--- src/rtl/serial_byte_shifter.sv ---
module serial_byte_shifter #(
  parameter int W  = 8,
  parameter int DW = 8
) (
  input  logic          clk,
  input  logic          rst_n,
  input  logic          cfg_wr,
  input  logic          cfg_lsb_first,
  input  logic          cfg_idle,
  input  logic          cfg_tx_inv,
  input  logic          cfg_rx_inv,
  input  logic          div_wr,
  input  logic [DW-1:0] div_val,
  input  logic          en_wr,
  input  logic          en_val,
  input  logic          pol_wr,
  input  logic          pol_tx,
  input  logic          pol_rx,
  input  logic          start,
  input  logic [W-1:0]  tx_byte,
  input  logic          sdi,
  output logic          sclk,
  output logic          sdo,
  output logic          busy,
  output logic          done,
  output logic [W-1:0]  rx_byte
);
  localparam int BW = $clog2(W);
  localparam logic [BW:0] LAST_EDGE = (BW+1)'(2*W-1);

  logic          lsb_q, idle_q, tinv_q, rinv_q, ptx_q, prx_q, en_q, phase;
  logic [DW-1:0] div_q, hcnt;
  logic [W-1:0]  tsh, rsh;
  logic [BW:0]   ecnt;

  wire tick   = busy && (hcnt == div_q);
  wire samp   = tick && (sclk == prx_q);
  wire launch = tick && (sclk != ptx_q);
  wire last   = tick && (ecnt == LAST_EDGE);
  wire go     = start && en_q && !busy;
  wire rbit   = sdi ^ rinv_q;

  assign sclk = phase ^ ptx_q;
  assign sdo  = busy ? ((lsb_q ? tsh[0] : tsh[W-1]) ^ tinv_q) : idle_q;

  always_ff @(posedge clk or negedge rst_n) begin
    if (!rst_n) begin
      lsb_q <= 1'b0; idle_q <= 1'b0; tinv_q <= 1'b0; rinv_q <= 1'b0;
      ptx_q <= 1'b0; prx_q <= 1'b0; en_q <= 1'b0; phase <= 1'b0;
      div_q <= '0; hcnt <= '0; tsh <= '0; rsh <= '0; ecnt <= '0;
      busy <= 1'b0; done <= 1'b0; rx_byte <= '0;
    end else begin
      done <= 1'b0;
      if (cfg_wr && !busy) begin
        lsb_q  <= cfg_lsb_first;
        idle_q <= cfg_idle;
        tinv_q <= cfg_tx_inv;
        rinv_q <= cfg_rx_inv;
      end
      if (div_wr && !busy) div_q <= div_val;
      if (en_wr && !busy) en_q <= en_val;
      if (pol_wr && !en_q && (pol_tx == pol_rx)) begin
        ptx_q <= pol_tx;
        prx_q <= pol_rx;
      end
      if (go) begin
        busy  <= 1'b1;
        tsh   <= tx_byte;
        hcnt  <= '0;
        ecnt  <= '0;
        phase <= 1'b0;
      end else if (busy) begin
        hcnt <= tick ? '0 : hcnt + 1'b1;
        if (tick) begin
          phase <= ~phase;
          ecnt  <= ecnt + 1'b1;
        end
        if (samp)
          rsh <= lsb_q ? {rbit, rsh[W-1:1]} : {rsh[W-2:0], rbit};
        if (launch)
          tsh <= lsb_q ? (tsh >> 1) : (tsh << 1);
        if (last) begin
          busy    <= 1'b0;
          done    <= 1'b1;
          rx_byte <= rsh;
          phase   <= 1'b0;
        end
      end
    end
  end

  assert_done_single_R10: assert property (@(posedge clk) disable iff (!rst_n)
    done |=> !done);
  assert_done_with_busy_fall_R10: assert property (@(posedge clk) disable iff (!rst_n)
    done |-> (!busy && $past(busy)));
  assert_sclk_rest_R4: assert property (@(posedge clk) disable iff (!rst_n)
    !busy |-> (sclk == ptx_q));
  assert_sdo_steady_R5: assert property (@(posedge clk) disable iff (!rst_n)
    (busy && $past(busy) && $stable(sclk)) |-> $stable(sdo));
  assert_pol_locked_R6: assert property (@(posedge clk) disable iff (!rst_n)
    $past(en_q) |-> ($stable(ptx_q) && $stable(prx_q)));
  assert_fields_frozen_R9: assert property (@(posedge clk) disable iff (!rst_n)
    (busy && $past(busy)) |-> ($stable(lsb_q) && $stable(idle_q) && $stable(tinv_q)
                               && $stable(rinv_q) && $stable(div_q)));
  assert_enable_held_R11: assert property (@(posedge clk) disable iff (!rst_n)
    (busy && $past(busy)) |-> $stable(en_q));
endmodule

--- config.mk ---
export PLATFORM = sky130hd
export DESIGN_NAME = serial_byte_shifter
export DESIGN_NICKNAME = d
export VERILOG_FILES = /design/src/rtl/serial_byte_shifter.sv
export SDC_FILE = /design/constraint.sdc
export NUM_CORES = 1
export LEC_CHECK = 0
export BUFFER_PORTS_ARGS = -buffer_cell sky130_fd_sc_hd__buf_2
export CAP_MARGIN = 20
export CORE_ASPECT_RATIO = 0.5
export CORE_MARGIN = 10
export CORE_UTILIZATION = 30
export CTS_CLUSTER_DIAMETER = 120
export DETAILED_ROUTE_END_ITERATION = 16
export PLACE_DENSITY = 0.54
export SKIP_LAST_GASP = 1
export SYNTH_ARGS = -nofsm -noshare
export SYNTH_HDL_FRONTEND = slang
export SYNTH_SLANG_ARGS = --single-unit
--- constraint.sdc ---
create_clock -name clk -period 2.15 [get_ports clk]
set_input_delay 0.1075 -clock clk [delete_from_list [all_inputs] [get_ports clk]]
set_output_delay 0.1075 -clock clk [all_outputs]
set_load 0.05 [all_outputs]
==> impl_metrics.toml <==
[status]
status = "finished clean"

[clocking]
cts_tree = "yes"
cts_num_sinks = 54
h-tree-depth = 2
cts_buffers = 5
insertion_delay_ns = 0.29
cts-root-buf = "clkbuf_16"
cts.repair.resized = 0
clk_path_buf_depth = 2
path_clk_slew_ns = 0.07

[worst_setup_path]
cp.arrival_ns = 2.12
cp-end-kind = "flop"
cp_max_fo = 9
cp.required_ns = 2.32
start_kind = "flop"
setup.worst_path.class = "flop to flop"

[logic_synthesis]
synth.most_common_cell = "dfrtp_1"
synth_cell_types = 34
synth.mux.area_fraction = 0.1747
synth_compound_area_frac = 0.06145
synth_top_family_by_area = "multiplexers"
synthTopCellsByCount = "54 x dfrtp_1, 28 x mux2_2, 26 x nand2_1, 21 x o21ai_0, 14 x mux2i_1"
synthCells = 227
synth_top_area_frac = 0.5185
ys_top_cells_by_area = "dfrtp_1 52%, mux2_2 12%, mux2i_1 5.4%"
postSynth.asyncResetShare = 1.000
synth_warnings = 0
syn_nets = 260
syn_area_mm2 = 0.002606
synth-edff-count = 0
ys_seq_elements = 54
synth_simple_gate_area_frac = 0.1512
syn_area_per_cell_um2 = 11.48
yosysSeqAreaShare = 0.5185
synth_fa_ha_area_frac = 0.009602
synth_ff_type = "dfrtp_1"
synth_xor_area_frac = 0.06721
synth_area_leader_cell = "dfrtp_1"

[timing]
fmax_ghz = 0.5128
clock_skew_ns = 0.006197
drv_slew = 0
rsz0062_at_grt = "no"
timing.final.crit_share = 0.9071
finalSetupViolCount = 0
hold_viol = 0
fin_crit_ns = 1.950
finalSetupTns_ns = 0
worst_pin_slew_ns = 0.3838
relSlewSlack = 0.7441

[drt]
vias_per_cell = 4.597
firstDrtPassIters = 4
wl_per_cell_um = 14.63
final_antenna_net_count = 0
drt_wl_total_mm = 5.705
drtIter0Drc = 117
vias = 1793
drc = 0

[grt]
grt_antenna_before_repair = 0
grt_pass1_vias = 1970
grtUsageTotal = 0.09117
globalRouteOverflowTotal = 0
grt_max_degree = 55
grt_first_pass_wirelength_mm = 9.942

[floorplan]
num_rows = 23
die_w_um = 151.8
fp.dieH_um = 85.91
coreArea_mm2 = 0.008230
initial_core_util = 0.3167
ioPinCount = 43
dieArea_mm2 = 0.01304

[run]
drv_cap = 0

[min_path]
hold_path_class = "input pin to flop"

[final_layout]
nNetsFinal = 310
area_growth_pct = 21.89
regArea_mm2 = 0.001351
n_antenna_cell = 0
multiInputGateArea_mm2 = 0.001210
fin_util = 0.3860
drive_gt1_frac = 0.3273
nFillCells = 813

[power]
vdd_drop_max_uv = 375.1
power.leakage_nw = 1.474
powerDensity_mw_per_mm2 = 1216

[placed_design]
port-buffer-count = 42
hpwl_mm = 4.316
gp_congestion = 0.7552
==> sequential cells by signal, summed over array words and instances (netlist names), 4 cells and up <==
| signal | flops |
|---|---|
| tsh | 8 |
| hcnt | 8 |
| ecnt | 4 |
| rx_byte | 8 |
| div_q | 8 |
| rsh | 8 |
==> final cells by class <==
| cell class | count | share of cell area |
|---|---|---|
| timing repair buffer | 51 | 0.09610 |
| sequential | 54 | 0.4254 |
| multi-input combinational | 163 | 0.3809 |
| clock inverter | 1 | 0.009453 |
| clock buffer | 7 | 0.04175 |
| tap | 112 | 0.04411 |
| inverter | 2 | 0.002363 |
==> layer usage <==
| metal | vias up | track usage | share of wire |
|---|---|---|---|
| li1 | 894 | - | - |
| met2 | 18 | 0.1490 | 0.47 |
| met4 | 0 | 0.03128 | 0.013 |
| met5 | - | 0 | 0 |
| met3 | 5 | 0.02591 | 0.040 |
| met1 | 876 | 0.1138 | 0.47 |
==> report_power, final <==
group | internal (mW) | switching, mW
Clock | 0.551 | 0.345
Sequential | 1.35 | 0.326
Combinational | 0.602 | 0.690
Total | 2.50 | 1.36
==> final timing paths <==
kind / startpoint / to / slack (ns) / depth (start not counted)
max: hcnt[0]$_DFFE_PN0P_ / rx_byte[5]$_DFFE_PN0P_ / 0.20 / 6
min: tx_byte[2] / tsh[2]$_DFFE_PN0P_ / 0.02 / 3
max reg2reg: hcnt[0]$_DFFE_PN0P_ / rx_byte[5]$_DFFE_PN0P_ / 0.20 / 6
min reg2reg: rx_byte[0]$_DFFE_PN0P_ / rx_byte[0]$_DFFE_PN0P_ / 0.50 / 1
max in group asynchronous: rst_n / ecnt[3]$_DFFE_PN0P_ / 1.56 / 3
min in group asynchronous: rst_n / hcnt[4]$_DFFE_PN0P_ / 0.35 / 3
==> stage by stage <==
stage,cell area [um^2],hold slack [ns],setup WS [ns],std cells,power [mW]
after floorplan,2606,-0.1881,0.05305,227,2.674
after global placement,2984,0.1240,0.2047,380,2.938
after detailed placement,2984,0.1316,0.1616,380,2.989
after CTS,3157,0.01300,0.1491,389,3.909
after global routing,3177,0.03014,0.06492,390,4.147
final,3177,0.01951,0.1998,390,3.862
==> cells in the final DEF, fill, tap and decap left out, types with 4 or more instances in the layout <==
| master | netlist | layout |
|---|---|---|
| nand3_1 | 7 | 7 |
| buf_2 | 3 | 42 |
| buf_4 | 1 | 6 |
| a21oi_1 | 6 | 6 |
| mux2i_1 | 14 | 14 |
| xor2_1 | 10 | 10 |
| dfrtp_1 | 54 | 54 |
| mux2_2 | 28 | 28 |
| clkbuf_16 | 0 | 5 |
| nor2b_1 | 4 | 4 |
| nor2_1 | 12 | 12 |
| xnor2_1 | 10 | 10 |
| o21ai_0 | 21 | 21 |
| nand2_1 | 26 | 26 |
==> critical path, cell delays in order, from the launching register on <==
cell and delay (ns):
dfrtp_1 0.42, xor2_1 0.20, nor4_1 0.29, nand4_1 0.19
nor3_4 0.25, buf_12 0.15, mux2_2 0.34
==> what timing repair did <==
item                                    in CTS  in global routing
buffers inserted                             0                  1
endpoints found under the hold margin       54                  0
hold buffers                                 1                  0
endpoints found under the setup margin       0                  8
==> logic make-up after synthesis <==
kind of cell    count (synthesis)
fa+ha+maj                       2
buf+inv                        10
simple gates                   69
mux                            42
compound gates                 30
flops                          54
xor+xnor                       20
(Power assumes the default switching activity.)
